File: src/rtl/lpd_rc_pkg.sv
package lpd_rc_pkg;
    localparam int unsigned ADDR_W = 6;
    localparam int unsigned DATA_W = 32;

    localparam logic [ADDR_W-1:0] A_STAT     = 6'd0;
    localparam logic [ADDR_W-1:0] A_MASK     = 6'd1;
    localparam logic [ADDR_W-1:0] A_UNMASK   = 6'd2;
    localparam logic [ADDR_W-1:0] A_SETMASK  = 6'd3;
    localparam logic [ADDR_W-1:0] A_CORE     = 6'd4;
    localparam logic [ADDR_W-1:0] A_DMA      = 6'd5;
    localparam int unsigned       A_PER_BASE = 8;
    localparam int unsigned       A_CLK_BASE = 16;

    typedef enum logic {
        CORE_RUN  = 1'b0,
        CORE_HELD = 1'b1
    } core_st_e;
endpackage

File: src/rtl/lpd_rc_store.sv
module lpd_rc_store #(
    parameter int unsigned W    = 32,
    parameter logic [W-1:0] RST  = '0,
    parameter logic [W-1:0] RSVD = '0
) (
    input  logic         clk,
    input  logic         rst_n,
    input  logic         we,
    input  logic [W-1:0] wdata,
    output logic [W-1:0] q
);
    always_ff @(posedge clk or negedge rst_n) begin
        if (!rst_n)  q <= RST & ~RSVD;
        else if (we) q <= wdata & ~RSVD;
    end
endmodule

File: src/rtl/lpd_rc_irq.sv
module lpd_rc_irq #(
    parameter int unsigned IRQ_W = 1
) (
    input  logic             clk,
    input  logic             rst_n,
    input  logic [IRQ_W-1:0] evt,
    input  logic             clr_we,
    input  logic             unmask_we,
    input  logic             setmask_we,
    input  logic [IRQ_W-1:0] wdata,
    output logic [IRQ_W-1:0] stat_q,
    output logic [IRQ_W-1:0] mask_q,
    output logic             irq
);
    logic [IRQ_W-1:0] clr_bits;
    assign clr_bits = clr_we ? wdata : '0;

    // the event is applied after the clear, so it wins a same-cycle tie
    always_ff @(posedge clk or negedge rst_n) begin
        if (!rst_n) stat_q <= '0;
        else        stat_q <= (stat_q & ~clr_bits) | evt;
    end

    always_ff @(posedge clk or negedge rst_n) begin
        if (!rst_n)          mask_q <= '1;
        else if (unmask_we)  mask_q <= mask_q & ~wdata;
        else if (setmask_we) mask_q <= mask_q | wdata;
    end

    assign irq = |(stat_q & ~mask_q);
endmodule

File: src/rtl/lpd_rc_core_fsm.sv
module lpd_rc_core_fsm
    import lpd_rc_pkg::*;
#(
    parameter logic INIT_HELD = 1'b1
) (
    input  logic clk,
    input  logic rst_n,
    input  logic wr_en,
    input  logic wr_val,
    output logic held,
    output logic off_pulse,
    output logic on_pulse
);
    core_st_e st_q, st_d;

    always_comb begin
        st_d = st_q;
        if (wr_en) begin
            unique case (st_q)
                CORE_HELD: if (!wr_val) st_d = CORE_RUN;
                CORE_RUN:  if (wr_val)  st_d = CORE_HELD;
            endcase
        end
    end

    always_ff @(posedge clk or negedge rst_n) begin
        if (!rst_n) st_q <= INIT_HELD ? CORE_HELD : CORE_RUN;
        else        st_q <= st_d;
    end

    always_ff @(posedge clk or negedge rst_n) begin
        if (!rst_n) begin
            off_pulse <= 1'b0;
            on_pulse  <= 1'b0;
        end else begin
            off_pulse <= (st_q == CORE_RUN)  && (st_d == CORE_HELD);
            on_pulse  <= (st_q == CORE_HELD) && (st_d == CORE_RUN);
        end
    end

    assign held = (st_q == CORE_HELD);
endmodule

File: src/rtl/lpd_rstirq_ctrl.sv
module lpd_rstirq_ctrl
    import lpd_rc_pkg::*;
#(
    parameter int unsigned NUM_PERIPH = 4,
    parameter int unsigned NUM_CLK    = 2,
    parameter int unsigned NUM_DMA    = 8,
    parameter logic [31:0] CLK_RST    = 32'h0200_0C00,
    parameter logic [31:0] CLK_RSVD   = 32'hFDFC_00F8
) (
    input  logic                  clk,
    input  logic                  rst_n,
    input  logic                  bus_sel,
    input  logic                  bus_wr,
    input  logic [ADDR_W-1:0]     bus_addr,
    input  logic [DATA_W-1:0]     bus_wdata,
    input  logic [3:0]            bus_be,
    output logic [DATA_W-1:0]     bus_rdata,
    input  logic                  err_evt,
    output logic                  irq,
    output logic [1:0]            core_rst,
    output logic [1:0]            core_off_pulse,
    output logic [1:0]            core_on_pulse,
    output logic [NUM_DMA-1:0]    dma_rst,
    output logic [NUM_PERIPH-1:0] periph_rst
);
    localparam int unsigned CORES      = 2;
    localparam logic [31:0] CORE_INIT  = 32'h0000_0017;
    localparam logic [31:0] CORE_SPARE = 32'h0000_0014;

    logic        wr_ok, rd_ok;
    logic [0:0]  stat_q, mask_q;
    logic [31:0] core_spare_q;
    logic [0:0]  dma_q;
    logic [31:0] clk_q [NUM_CLK];

    assign wr_ok = bus_sel &&  bus_wr && (bus_be == 4'hF);
    assign rd_ok = bus_sel && !bus_wr && (bus_be == 4'hF);

    lpd_rc_irq #(.IRQ_W(1)) u_irq (
        .clk        (clk),
        .rst_n      (rst_n),
        .evt        (err_evt),
        .clr_we     (wr_ok && bus_addr == A_STAT),
        .unmask_we  (wr_ok && bus_addr == A_UNMASK),
        .setmask_we (wr_ok && bus_addr == A_SETMASK),
        .wdata      (bus_wdata[0]),
        .stat_q     (stat_q),
        .mask_q     (mask_q),
        .irq        (irq)
    );

    for (genvar c = 0; c < CORES; c++) begin : g_core
        lpd_rc_core_fsm #(.INIT_HELD(CORE_INIT[c])) u_fsm (
            .clk       (clk),
            .rst_n     (rst_n),
            .wr_en     (wr_ok && bus_addr == A_CORE),
            .wr_val    (bus_wdata[c]),
            .held      (core_rst[c]),
            .off_pulse (core_off_pulse[c]),
            .on_pulse  (core_on_pulse[c])
        );
    end

    lpd_rc_store #(.W(32), .RST(CORE_INIT), .RSVD(~CORE_SPARE)) u_core_spare (
        .clk(clk), .rst_n(rst_n), .we(wr_ok && bus_addr == A_CORE),
        .wdata(bus_wdata), .q(core_spare_q)
    );

    lpd_rc_store #(.W(1), .RST(1'b1), .RSVD(1'b0)) u_dma (
        .clk(clk), .rst_n(rst_n), .we(wr_ok && bus_addr == A_DMA),
        .wdata(bus_wdata[0]), .q(dma_q)
    );
    assign dma_rst = {NUM_DMA{dma_q[0]}};

    for (genvar p = 0; p < NUM_PERIPH; p++) begin : g_per
        lpd_rc_store #(.W(1), .RST(1'b1), .RSVD(1'b0)) u_bit (
            .clk(clk), .rst_n(rst_n),
            .we(wr_ok && bus_addr == ADDR_W'(A_PER_BASE + p)),
            .wdata(bus_wdata[0]), .q(periph_rst[p])
        );
    end

    for (genvar k = 0; k < NUM_CLK; k++) begin : g_clk
        lpd_rc_store #(.W(32), .RST(CLK_RST), .RSVD(CLK_RSVD)) u_word (
            .clk(clk), .rst_n(rst_n),
            .we(wr_ok && bus_addr == ADDR_W'(A_CLK_BASE + k)),
            .wdata(bus_wdata), .q(clk_q[k])
        );
    end

    always_comb begin
        bus_rdata = '0;
        if (rd_ok) begin
            unique case (bus_addr)
                A_STAT:  bus_rdata = {31'b0, stat_q};
                A_MASK:  bus_rdata = {31'b0, mask_q};
                A_CORE:  bus_rdata = core_spare_q | {30'b0, core_rst};
                A_DMA:   bus_rdata = {31'b0, dma_q};
                default: bus_rdata = '0;
            endcase
            for (int p = 0; p < NUM_PERIPH; p++)
                if (bus_addr == ADDR_W'(A_PER_BASE + p)) bus_rdata = {31'b0, periph_rst[p]};
            for (int k = 0; k < NUM_CLK; k++)
                if (bus_addr == ADDR_W'(A_CLK_BASE + k)) bus_rdata = clk_q[k];
        end
    end
endmodule

File: config.mk
export PLATFORM = sky130hd
export DESIGN_NAME = lpd_rstirq_ctrl
export DESIGN_NICKNAME = d
export VERILOG_FILES = /design/src/rtl/lpd_rc_pkg.sv /design/src/rtl/lpd_rc_store.sv /design/src/rtl/lpd_rc_irq.sv /design/src/rtl/lpd_rc_core_fsm.sv /design/src/rtl/lpd_rstirq_ctrl.sv
export SDC_FILE = /design/constraint.sdc
export NUM_CORES = 1
export LEC_CHECK = 0
export ABC_AREA = 1
export BUFFER_PORTS_ARGS = -buffer_cell sky130_fd_sc_hd__buf_4
export CAP_MARGIN = 20
export CORE_UTILIZATION = 47
export DETAILED_ROUTE_END_ITERATION = 12
export GPL_TIMING_DRIVEN = 0
export PLACE_DENSITY = 0.81
export SLEW_MARGIN = 0
export SYNTH_ARGS = -nofsm -noshare
export SYNTH_HDL_FRONTEND = slang
export SYNTH_HIERARCHICAL = 1
export SYNTH_SLANG_ARGS = --single-unit
export TNS_END_PERCENT = 100
File: constraint.sdc
create_clock -name clk -period 1.2 [get_ports clk]
set_clock_uncertainty 0.1 [all_clocks]
set_input_delay 0.12 -clock clk [delete_from_list [all_inputs] [get_ports clk]]
set_output_delay 0.12 -clock clk [all_outputs]
set_load 0.02 [all_outputs]
==> results of run 1 <==
## metrics by stage
stage,std cells,hold WS (ns)
3_5_place_dp,699,0.0421
4_1_cts,764,0.0690
3_3_place_gp,699,0.0353
2_1_floorplan,542,-0.276
## repair_timing
item | CTS
endpoints found under the setup margin | 74
resized for setup | 137
hold endpoints to repair | 61
buffers inserted | 31
gates cloned | 9
pin swaps | 25
hold buffers | 17
## cells by family after synthesis
group	after synthesis
and+or+nand+nor	212
buffers and inverters	126
AOI/OAI and AO/OA	95
DFF	43
other	3
==> run_results.csv, run 1 <==
group,metric,value,unit
outcome,outcome,"did not finish",
outcome,stop_stage,"5_1_grt",
outcome,error_line,"[ERROR DPL-0038] Utilization greater than 100%, impossible to legalize",
placed_design,hpwl,6140,um
synth,synth_top_family_by_area,"simple AND/OR/NAND/NOR gates",
synth,synth_xor_xnor_area_share,0,
sta,worst_path_end_type,"primary output",
die,rows,29,
synth,syn_area_per_cell,6.81,um^2
synth,synth-compound-area-share,0.146,
placed_design,placed_cell_area,4600,um^2
synth,synth_area_leaders,"dfrtp_1, nand2_1, buf_4",
die,start_util,0.499,
synth,synthAdderAreaFrac,0,
synth,muxShareOfSynthArea,0,
synth,ys.flop_type,"dfrtp_1",
synth,ys_warn_count,6,
synth,yosys.area.top_type_share,0.207,
synth,synthArstFlopShare,1.00,
synth,synth_top_cell_by_area,"dfrtp_1",
die,fp.dieW,85.3,um
global_routing,grt_start_max_net_pins,44,
clocking,cts.htree.levels,2,
synth,ys_ff_latch,43,
die,die_y,85.3,um
clocking,cts_root_buffer,"clkbuf_8",
synth,synthTopCellsByCount,"nand2_1, buf_4, a21oi_1, o21ai_1, inv_1",
synth,ys_seq_area_frac,0.336,
clocking,numCtsBuffers,5,
clocking,clock_path_buffers,2,
placed_design,io_buffers,80,
clocking,cts_sinks,43,
die,ios,98,
placed_design,preCtsSetupSlack,-0.618,ns
synth,syn_inst,479,
synth,synth_most_common_cell,"nand2_1",
placed_design,gp_congestion,0.834,
synth,yosys.area_share.simple,0.267,
synth,yosysUniqueCellTypes,23,
synth,synth-edff-count,0,
synth,netlist_area,3260,um^2
sta,crit_endpoint,"bus_rdata[0]",
==> run 2: changes to the inputs <==
- CORE_UTILIZATION: 47 -> 40
- PLACE_DENSITY: 0.81 -> default
- PLACE_DENSITY_LB_ADDON: default -> 0.15
- clock period: 1.2 -> 1.56 ns (I/O delays scaled with it)
==> run 2 against run 1 <==
The flow now finishes, with violations (setup timing); area after synthesis is the same; synthesized cell count unchanged.
==> run_results.csv, run 2 <==
group,metric,value,unit
synth,ys.flop_type,"dfrtp_1",
global_routing,grt_start_max_net_pins,44,
die,fp.dieW,92.3,um
die,dieArea,8520,um^2
critical_path,r2r_slack,0.57,ns
pwr,power_density,427,nW/um^2
critical_path,critPathBufInv,2,
synth,synth-edff-count,0,
route,drtPass1Iterations,4,
critical_path,slowest_stage,"dfstp_2",
sta,tightest_slew,0.554,ns
cells_and_area,final_area,5390,um^2
clocking,numCtsBuffers,5,
placed_design,gp_congestion,0.850,
route,post_drt_via_cell_ratio,4.47,
critical_path,start_kind,"register",
die,core,7810,um^2
cells_and_area,n_antenna_cell,0,
synth,yosys.area.top_type_share,0.207,
critical_path,cpMostUsedCell,"nand2_1",
clocking,cts_root_buffer,"clkbuf_8",
critical_path,worstPathRequired,1.30,ns
placed_design,io_buffers,80,
cells_and_area,reg_top3,"g_clk.u_word/q x28, g_per.u_bit/q x4",
die,start_util,0.418,
sta,rsz0062_at_grt,"true",
critical_path,critPathTopFamily,"flip-flops",
die,rows,32,
synth,synth_area_leaders,"dfrtp_1, nand2_1, buf_4",
critical_path,crit_chain,"inv_2, nor2_2, nand2_1, nand2_1, nor2_1, nand2_1, nand2_1, nand4_1, nor2_1, nor2_1, buf_4",
outcome,outcome,"finished with violations",
synth,ys_ff_latch,43,
cells_and_area,largest_reg_flops,28,
flow_run,max-cap-violations,0,
global_routing,grt_util_all_layers,0.222,
synth,synth_top_cell_by_area,"dfrtp_1",
route,vias,3507,
route,routedWlPerCell,12.6,um
global_routing,grt_overflow_total,0,
synth,synthTopCellsByCount,"nand2_1, buf_4, a21oi_1, o21ai_1, inv_1",
worst_hold_path,hp-class,"input port to register",
synth,netlist_area,3260,um^2
clocking,cts_sinks,43,
sta,period_minus_slack,1.86,ns
sta,fmax,538,MHz
placed_design,hpwl,6050,um
global_routing,grt_pass1_vias,3275,
synth,ys_warn_count,6,
global_routing,grt_pass1_wl,15000,um
clocking,worstSkewPairLatency,0.30,ns
die,ios,98,
critical_path,cp-end-kind,"output port",
critical_path,critPathKind,"register to output port",
outcome,violations,"setup timing",
die,die_y,92.3,um
pwr,p_leak,2.70,nW
sta,setup_slack,-0.298,ns
clocking,path_clk_slew,0.08,ns
sta,post-route-period-util,1.19,
cells_and_area,drive_gt1_frac,0.453,
sta,hold_violations,0,
route,drc_errors,0,
sta,slew_headroom,0.631,
synth,synth_most_common_cell,"nand2_1",
cells_and_area,regMostFlops,"g_clk.u_word/q",
cells_and_area,layout_common_cells,"buf_4, nand2_1, conb_1",
cells_and_area,mostFrequentLayoutCell,"buf_4",
pwr,peakVddDrop,467,uV
cells_and_area,multiInputGateArea,1950,um^2
route,antenna_left,0,
clocking,cts.htree.levels,2,
critical_path,path_max_fanout,2,
clocking,clock_path_buffers,2,
sta,report.final.slew_viol_count,0,
sta,finalSetupViolations,32,
synth,yosysUniqueCellTypes,23,
route,wl,9860,um
synth,synthArstFlopShare,1.00,
global_routing,antenna_found_initial,0,
pwr,p_total,2.30,mW
critical_path,arrival,1.60,ns
cells_and_area,regArea,1100,um^2
route,drt_iter0_drc,160,
synth,syn_inst,479,
critical_path,max_stage_delay,0.55,ns
cells_and_area,n_fill_cell,617,
clocking,cts_tree,"done",
placed_design,placed_cell_area,4230,um^2
synth,syn_area_per_cell,6.81,um^2
synth,ys_seq_area_frac,0.336,
cells_and_area,nets,728,
cells_and_area,synthToLayoutAreaGrowth,65.4,%
-- run 2: metal layers --
metal | global-route usage | part of all wire | wire length (um)
met5 | 0 | 0 | 0
met2 | 0.393 | 0.51 | 5030
met1 | 0.280 | 0.42 | 4180
met4 | 0.0599 | 0.016 | 155
met3 | 0.0320 | 0.050 | 495
-- run 2: timing repair --
action | in CTS | in global routing
cloned | 4 | 4
gates resized for setup | 63 | 90
buffers inserted | 15 | 13
pin swaps | 10 | 22
endpoints found under the setup margin | 61 | 60
endpoints found under the hold margin | 55 | 0
hold buffers | 16 | 0
-- run 2: cell type report --
type | instances | area share
flip-flops and latches | 43 | 0.203
clock inverters | 2 | 0.00232
plain buffers | 94 | 0.146
multi-input cells | 373 | 0.361
clock buffers | 6 | 0.0135
inverters | 32 | 0.0269
well taps | 102 | 0.0237
repair buffers | 132 | 0.223
-- run 2: path summary, 6_finish.rpt --
kind / startpoint / cells after the start / end
max: register / 11 / bus_rdata[0]
min: bus_wdata[0] / 3 / g_core[0].u_fsm/held
max reg2reg: g_core[1].u_fsm/held / 4 / g_core[1].u_fsm/off_pulse
min reg2reg: g_clk[0].u_word/q[11] / 2 / g_clk[0].u_word/q[11]
max in group asynchronous: rst_n / 2 / u_core_spare/q[2]
min in group asynchronous: rst_n / 2 / g_core[1].u_fsm/on_pulse
-- run 2: worst reg2reg max path: stages, from the launching register on --
cell	delay [ns]
dfstp_2	0.54
buf_4	0.11
inv_1	0.04
nand3_1	0.06
inv_1	0.04
-- run 2: cells by family after synthesis --
logic type,count (synthesis),share of synthesized area
simple gates,212,0.267
buf+inv,126,0.248
compound gates,95,0.146
flops,43,0.336
other cells,3,0.00345
-- run 2: where the power goes --
group / switching [mW] / total, mW / internal [mW]
sequential: 0.00506 / 1.13 / 1.13
clock: 0.401 / 0.714 / 0.313
combinational: 0.205 / 0.456 / 0.251
total: 0.611 / 2.30 / 1.69
-- run 2: per-stage QoR --
stage               setup WS [ns]  utilization  hold slack [ns]  cells  setup TNS [ns]
floorplan                 0.00516            -           -0.240    542               0
global placement           -0.499        0.542           0.0820    724          -20.22
detailed placement         -0.492        0.542           0.0866    724          -20.39
CTS                        -0.325        0.621           0.0215    767          -0.598
global route               -0.489        0.691           0.0327    784           -4.78
finish                     -0.298        0.691           0.0286    784           -2.38
Power figures use the tool's default switching activity.
